**src/rtl/i2c_evt_ctrl.sv**
```systemverilog
module i2c_evt_ctrl #(
  parameter int unsigned STAT_W    = 8,
  parameter logic [7:0]  IDLE_CODE = 8'hF8
) (
  input  logic              clk,
  input  logic              rst_n,
  input  logic              ev_start_sent,
  input  logic              ev_rstart_sent,
  input  logic              ev_addr_sent,
  input  logic              ev_data_sent,
  input  logic              ev_data_rcvd,
  input  logic              ev_arb_lost,
  input  logic              ev_own_addr,
  input  logic              ev_slv_data,
  input  logic              ev_stop_seen,
  input  logic              ev_stop_done,
  input  logic              bus_ack,
  input  logic              addr_rw,
  input  logic              ctl_wr,
  input  logic              ctl_clr,
  input  logic              ctl_ack,
  input  logic              ctl_start,
  input  logic              ctl_stop,
  output logic              int_flag,
  output logic [STAT_W-1:0] status,
  output logic              scl_hold,
  output logic              ack_out,
  output logic              start_req,
  output logic              stop_req
);
  localparam logic [STAT_W-1:0] IDLE = STAT_W'(IDLE_CODE);

  logic              flag_q, load_q, ack_q, sreq_q, preq_q;
  logic [STAT_W-1:0] pend_q, stat_q, code;
  logic              hit;

  wire clr_req = ctl_wr & ctl_clr & flag_q;
  wire accept  = hit & ~flag_q;

  always_comb begin
    hit  = 1'b1;
    code = IDLE;
    if (ev_arb_lost)                 code = STAT_W'(8'h38);
    else if (ev_stop_seen)           code = STAT_W'(8'hA0);
    else if (ev_start_sent)          code = STAT_W'(8'h08);
    else if (ev_rstart_sent)         code = STAT_W'(8'h10);
    else if (ev_addr_sent)
      code = addr_rw ? (bus_ack ? STAT_W'(8'h40) : STAT_W'(8'h48))
                     : (bus_ack ? STAT_W'(8'h18) : STAT_W'(8'h20));
    else if (ev_data_sent)           code = bus_ack ? STAT_W'(8'h28) : STAT_W'(8'h30);
    else if (ev_data_rcvd)           code = ack_q ? STAT_W'(8'h50) : STAT_W'(8'h58);
    else if (ev_own_addr && ack_q)   code = addr_rw ? STAT_W'(8'hA8) : STAT_W'(8'h60);
    else if (ev_slv_data)            code = ack_q ? STAT_W'(8'h80) : STAT_W'(8'h88);
    else                             hit  = 1'b0;
  end

  always_ff @(posedge clk or negedge rst_n) begin
    if (!rst_n) begin
      flag_q <= 1'b0;
      load_q <= 1'b0;
      pend_q <= IDLE;
      stat_q <= IDLE;
    end else begin
      load_q <= accept;
      if (accept)       pend_q <= code;
      if (accept)       flag_q <= 1'b1;
      else if (clr_req) flag_q <= 1'b0;
      if (clr_req)      stat_q <= IDLE;
      else if (load_q)  stat_q <= pend_q;
    end
  end

  always_ff @(posedge clk or negedge rst_n) begin
    if (!rst_n) begin
      ack_q  <= 1'b0;
      sreq_q <= 1'b0;
      preq_q <= 1'b0;
    end else begin
      if (ctl_wr) ack_q <= ctl_ack;
      if (ctl_wr && ctl_start)                   sreq_q <= 1'b1;
      else if (ev_start_sent || ev_rstart_sent)  sreq_q <= 1'b0;
      if (ctl_wr && ctl_stop)                    preq_q <= 1'b1;
      else if (ev_stop_done)                     preq_q <= 1'b0;
    end
  end

  assign int_flag  = flag_q;
  assign scl_hold  = flag_q;
  assign status    = stat_q;
  assign ack_out   = ack_q;
  assign start_req = sreq_q;
  assign stop_req  = preq_q;
endmodule


```
**config.mk**
```make
export PLATFORM = sky130hd
export DESIGN_NAME = i2c_evt_ctrl
export DESIGN_NICKNAME = d
export VERILOG_FILES = /design/src/rtl/i2c_evt_ctrl.sv
export SDC_FILE = /design/constraint.sdc
export NUM_CORES = 1
export LEC_CHECK = 0
export CAP_MARGIN = 20
export CORE_UTILIZATION = 35
export CTS_BUF_LIST = sky130_fd_sc_hd__clkbuf_4 sky130_fd_sc_hd__clkbuf_8
export CTS_CLUSTER_DIAMETER = 30
export DETAILED_ROUTE_END_ITERATION = 7
export PLACE_DENSITY = 0.66
export SETUP_SLACK_MARGIN = 0.5
export SLEW_MARGIN = 20
export SYNTH_ARGS = -nofsm -noshare
export SYNTH_HDL_FRONTEND = slang
export SYNTH_SLANG_ARGS = --single-unit
```
**constraint.sdc**
```tcl
create_clock -name clk -period 1.7 [get_ports clk]
set_input_delay 0.34 -clock clk [delete_from_list [all_inputs] [get_ports clk]]
set_output_delay 0.34 -clock clk [all_outputs]
set_load 0.02 [all_outputs]
```
==> parameters.txt, run 1 <==
Parameter                              Value

Synth
  Most frequently used flop master after synthesis ... sky130_fd_sc_hd__dfstp_2
  Count of flip-flops with a built-in enable after synthesis ... 0
  Cell Area, Synth ... around 840 µm²
  Unique masters post-synth ... 35
  Share of flip-flops with an asynchronous set or reset after synthesis ... 100%
  Fraction of synthesized cell area taken by the top area cell type ... about a third
  Number of register bits inferred by synthesis ... 15
  Cell types occupying the most area after synthesis ... sky130_fd_sc_hd__dfstp_2, sky130_fd_sc_hd__dfrtp_1, sky130_fd_sc_hd__mux2i_1
  Mean cell area of the mapped netlist ... 9.72 µm²
  Number of standard cells after synthesis ... 86
  Portion of the post-synthesis area used by sequential elements ... about 46%
  Cell type with the highest aggregate area in the netlist ... sky130_fd_sc_hd__dfstp_2
  Number of warning messages in the yosys log ... 0

Worst setup path
  Buf+Inv Stages, Crit Path ... 1
  Largest stage delay, worst path ... ~550 ps
  Type of destination of the critical path ... output pin
  Largest fanout on the critical path ... 2
  Worst setup path class ... flop to output pin
  Cell family with most CP delay ... flip-flops
  Arrival time worst endpoint ... 940 ps
  Kind of start point of the critical path ... flop
  Cell with the biggest individual delay on the critical path ... sky130_fd_sc_hd__dfstp_2
  CP required ... roughly 1400 ps
  Crit path cell chain ... buf_6

STA
  Period Utilization, post-route ... between 70% and 80%
  Fin crit period ... approximately 1300 ps
  Total setup violations reported at the end of the flow ... 0
  Post-Route Skew ... around 2.7 ps
  Setup repair after global routing missed its margin ... yes
  Final number of hold-violating endpoints ... 0
  Max Clock Freq ... between 700 and 800 MHz
  Max Transition Viols Final ... 0

Placement
  Post-detailed-placement half-perimeter wirelength ... 1550 µm
  Last weighted congestion value of the routability-driven placer ... 0.831
  Cell total after placement ... 155
  Port Buf Inserts ... 28

Routing
  DRC violations left ... 0
  DRT Pass-1 Iters ... 4
  Routed Wire Length ... around 2100 µm
  Detail-routed net length per standard cell ... ~13 µm
  Vias per inst ... between 4 and 5
  Vias after detailed routing ... just over 800
  Number of antenna-violating nets in the routed design ... 0
  Number of DRC violations after detailed-routing iteration 0 ... 8

Run status
  Run status ... finished, final reports clean

Clock tree
  Clk root buf ... sky130_fd_sc_hd__clkbuf_4
  Clock transition at the registers of the reported paths ... around 90 ps
  Count of hold buffers inserted by post-cts repair ... 0
  Clock Latency Late Sink ... ~270 ps
  CTS tree ... yes
  Total number of H-tree levels ... 1
  CTS max path bufs ... 2
  Clk sink count ... 15
  Inserted Clock Buffers ... 3

GRT
  Largest net degree at the start of global routing ... 12
  Vias in the first global route ... around 800
  Gr usage total ... 17.7%
  Antenna violations before repair ... 0
  Wire length of the first global-routing pass ... around 3400 µm
  Overall overflow remaining after global route ... 0

Pwr
  Overall power consumption ... 0.000989 W
  Reported leakage power ... 0.624 nW
  Power density relative to cell area ... a little under 700 nW/µm²
  Worst IR Drop VDD ... about 0.41 mV

Min path
  Class of the tightest hold or removal check ... input port to asynchronous set/reset pin

Die
  Die width ... ~51 µm
  Top-level I/O count ... 32
  Initial Util ... about 37%
  DIE AREA ... approximately 2600 µm²
  Core area ... 2230 µm²
  Cell Rows ... 17
  Die height ... a little over 50 µm

Layout
  Most frequent cells in the layout ... sky130_fd_sc_hd__buf_4, sky130_fd_sc_hd__buf_6, sky130_fd_sc_hd__dfstp_2
  Most frequent standard cell in the layout excluding fill and tap cells ... sky130_fd_sc_hd__buf_4
  Net total in the final layout ... between 150 and 200
  Count of placed standard cells in the final layout, fillers left out ... 165
  Final design utilization ... between 60% and 70%
  Ant. Diodes ... 0
  Area growth, synth to finish ... 69.9%
  Share of layout cells above drive strength 1 ... between 50% and 60%

Run
  Number of max-cap violations ... 0
[registers in the layout, indices dropped and copies added (netlist names)]
register   cells
ack_out        1
status         5
stop_req       1
pend_q         5
load_q         1
int_flag       1
start_req      1
[kinds of logic after synthesis]
logic type | count (synthesis) | share of synthesized area [%]
AOI/OAI and AO/OA | 24 | 20.5
adders and majority gates | 2 | 2.99
buffers and inverters | 10 | 6.29
DFF | 15 | 46.4
muxes | 6 | 7.34
other | 1 | 0.449
and+or+nand+nor | 28 | 16.0
[layout make-up]
| cell class | instances | area, µm² |
|---|---|---|
| inverters | 5 | 33.8 |
| well taps | 28 | 35.0 |
| multi-input cells | 63 | 490 |
| repair buffers | 50 | 442 |
| clock buffers | 4 | 30.0 |
| fillers | 200 | 813 |
| flip-flops and latches | 15 | 389 |
[layer usage]
| layer | global-route usage [%] | vias up | wire (µm) |
|---|---|---|---|
| li1 | - | 399 | - |
| met5 | 0 | - | 0 |
| met2 | 30.4 | 31 | 1070 |
| met4 | 10.2 | 0 | 52 |
| met3 | 2.08 | 4 | 88 |
| met1 | 21.1 | 390 | 907 |
[metrics by stage]
stage	setup slack, ps	TNS (ps)	cell area, µm²	hold WS (ps)
6_report	419	0	1420	270
5_1_grt	389	0	1420	267
4_1_cts	415	0	1360	267
3_5_place_dp	-245	-303	1270	463
3_3_place_gp	-220	-313	1270	461
2_1_floorplan	447	0	873	44.4
[synthesized netlist by cell type, drive strengths merged, types with 2 or more instances]
master,number
a21oi,7
a31oi,2
or2b,2
dfstp,10
dfrtp,5
nand3,3
nor2,8
buf,4
o31ai,3
mux2i,5
inv,5
ha,2
nand2,9
o21ai,3
[final timing paths]
path,startpoint,endpoint,slack [ps],depth (start not counted)
max,status[7]$_DFFE_PN1P_,status[7],420,1
min,rst_n,stop_req$_DFFE_PN0P_,270,1
min in group clk,ev_arb_lost,pend_q[7]$_DFFE_PN1P_,450,2
max in group asynchronous,rst_n,pend_q[6]$_DFFE_PN1P_,950,2
max reg2reg,ack_out$_DFFE_PN0P_,pend_q[5]$_DFFE_PN1P_,470,4
min reg2reg,pend_q[6]$_DFFE_PN1P_,pend_q[6]$_DFFE_PN1P_,490,2
[where the power goes]
part           switching, W  internal (W)  leakage (nW)
combinational      0.000150      0.000169         0.442
clock              0.000110      0.000107        0.0184
sequential        0.0000334      0.000420         0.164
total              0.000293      0.000696         0.624
[repair_timing]
| item | CTS | global route |
|---|---|---|
| buffers inserted | 4 | 2 |
| endpoints found under the setup margin | 17 | 15 |
| gates resized for setup | 82 | 13 |
| pin swaps | 6 | 4 |
Power figures use the tool's default switching activity.
==> run 2: changes to the inputs <==
==> constraint.sdc (replaced) <==
create_clock -name clk -period 1.29 [get_ports clk]
set_input_delay 0.258 -clock clk [delete_from_list [all_inputs] [get_ports clk]]
set_output_delay 0.258 -clock clk [all_outputs]
set_load 0.02 [all_outputs]
==> run 2 against run 1 <==
Utilization is 1.5 points higher. Total power rose by 33%. Routed wire length is 7.8% higher. Highest routed layer unchanged.
==> parameters.txt, run 2 (synthesis gave the netlist of run 1 again) <==
Parameter                              Value

Routing
  Detail-routed net length per standard cell ... 13.8 µm (+7.2%)
  Routed Wire Length ... 2290 µm (+7.8%)
  Vias per inst ... 5.05 (+1.1%)
  Vias after detailed routing ... 838 (+1.7%)
  Number of DRC violations after detailed-routing iteration 0 ... 24 (+16)
  DRT Pass-1 Iters ... 4 (unchanged)
  Number of antenna-violating nets in the routed design ... 0 (unchanged)
  DRC violations left ... 0 (unchanged)

STA
  Max Transition Viols Final ... 0 (unchanged)
  Worst Hold Margin ... 280 ps (+10.3 ps)
  Fin crit period ... approximately 1200 ps
  Max Clock Freq ... roughly 810 MHz
  Setup repair after global routing missed its margin ... yes
  Period Utilization, post-route ... 95.5%
  Setup TNS Final ... 0 ps (unchanged)
  Final number of hold-violating endpoints ... 0 (unchanged)
  Total setup violations reported at the end of the flow ... 0 (unchanged)
  Post-Route Skew ... 2.30 ps (-0.405 ps)

Worst setup path
  Cell family with most CP delay ... compound AO/OA/AOI/OAI gates
  Buf+Inv Stages, Crit Path ... 0 (-1)
  Largest fanout on the critical path ... 6 (+4)
  CP required ... 1500 ps (+140 ps)
  Arrival time worst endpoint ... 1450 ps (+510 ps)
  Kind of start point of the critical path ... flop
  Cell with the biggest individual delay on the critical path ... sky130_fd_sc_hd__dfrtp_2
  Type of destination of the critical path ... flop
  Crit path cell chain ... a21oi_4, a41o_4, nor2_1, a21oi_1
  Largest stage delay, worst path ... 460 ps (-90 ps)
  Worst setup path class ... flop to flop

Placement
  Post-detailed-placement half-perimeter wirelength ... 1710 µm (+11%)
  Cell total after placement ... 160 (+3.2%)
  Port Buf Inserts ... 28 (unchanged)
  Last weighted congestion value of the routability-driven placer ... 0.806 (-3.0%)

Clock tree
  Clock Latency Late Sink ... 280 ps (about the same)
  Inserted Clock Buffers ... 3 (unchanged)
  CTS tree ... yes
  CTS max path bufs ... 2 (unchanged)
  Total number of H-tree levels ... 1 (unchanged)
  Clock transition at the registers of the reported paths ... 90 ps (about the same)
  Clk sink count ... 15 (unchanged)
  Clk root buf ... sky130_fd_sc_hd__clkbuf_4

GRT
  Gr usage total ... 19.0% (+1.3 points)
  Overall overflow remaining after global route ... 0 (unchanged)
  Largest net degree at the start of global routing ... 16 (+4)
  Antenna violations before repair ... 0 (unchanged)
  Vias in the first global route ... 841 (+5.7%)
  Wire length of the first global-routing pass ... 3560 µm (+5.3%)

Layout
  Ant. Diodes ... 0 (unchanged)
  Fill cell total of the finished layout ... 189 (-5.5%)
  Area of all sequential standard cells ... 390 µm² (+0.32%)
  Net total in the final layout ... 160 (+0.63%)
  Area growth, synth to finish ... 73.8%
  Count of placed standard cells in the final layout, fillers left out ... 166 (+0.61%)
  Share of layout cells above drive strength 1 ... 52.9% (+2.5 points)
  Most frequent cells in the layout ... sky130_fd_sc_hd__buf_6, sky130_fd_sc_hd__buf_4, sky130_fd_sc_hd__dfstp_2
  Area of combinational cells with multiple inputs ... 499 µm² (+1.8%)

Die
  Die width ... 50.9 µm (unchanged)
  Cell Rows ... 17 (unchanged)
  Core area ... 2230 µm² (unchanged)
  DIE AREA ... 2590 µm² (unchanged)
  Initial Util ... 37.4% (unchanged)
  Top-level I/O count ... 32 (unchanged)
  Die height ... 50.9 µm (unchanged)

Run status
  Run status ... finished, final reports clean

Min path
  Class of the tightest hold or removal check ... input port to asynchronous set/reset pin

Pwr
  Reported leakage power ... 0.639 nW (+2.4%)
  Worst IR Drop VDD ... 0.492 mV (+21%)
  Overall power consumption ... 0.00131 W (+33%)
  Power density relative to cell area ... 905 nW/µm² (+30%)

Run
  Number of max-cap violations ... 0 (unchanged)
[run 2: cell types whose count changed in the layout (fill, tap and decap cells not counted), sizes merged]
cell | before | now
dlymetal6s2s | 0 | 1
clkbuf | 5 | 6
dlygate4sd2 | 8 | 7
[run 2: per-stage QoR]
stage	cell area (µm²)	worst slack [ps]	utilization (%)
after floorplan	882	119	-
final	1450	57.8	65.0
after CTS	1430	40.5	63.8
after global routing	1450	3.15	65.0
after detailed placement	1310	-585	58.8
after global placement	1310	-547	58.8
[run 2: report_power, final]
part	total (W)	leakage (nW)	switching (W)	internal, W
sequential	0.000598	0.163	0.0000438	0.000554
clock	0.000286	0.0184	0.000145	0.000141
combinational	0.000431	0.458	0.000204	0.000227
[run 2: repair_timing]
item | CTS | global route
hold buffers | 0 | 0
pin swaps | 8 | 0
setup endpoints to repair | 25 | 24
buffers inserted | 1 | 1
gates resized for setup | 87 | 12
[run 2: cell type report]
class / instances / share of cell area [%]
timing repair buffer: 51 / 32.0
multi-input combinational: 63 / 34.4
clock buffer: 4 / 2.07
sequential: 15 / 26.9
inverter: 5 / 2.33
tap: 28 / 2.41
[run 2: worst paths after layout]
kind                                  startpoint                    end  slack [ps]  cells past startpoint
hold reg to reg            pend_q[7]$_DFFE_PN1P_  pend_q[7]$_DFFE_PN1P_         480                      2
setup / recovery             ack_out$_DFFE_PN0P_  pend_q[4]$_DFFE_PN1P_          60                      4
min in group clk                     ev_arb_lost  pend_q[7]$_DFFE_PN1P_         330                      3
max in group asynchronous                  rst_n  pend_q[4]$_DFFE_PN1P_         770                      2
setup reg to reg             ack_out$_DFFE_PN0P_  pend_q[4]$_DFFE_PN1P_          60                      4
hold / removal                             rst_n   stop_req$_DFFE_PN0P_         280                      2
[run 2: routing by layer]
layer  vias up  wire [µm]  GRT usage (%)
li1        400          -              -
met5         -          0              0
met3         4         81           1.79
met1       405        916           20.9
met2        29       1250           34.7
met4         0         39           12.0
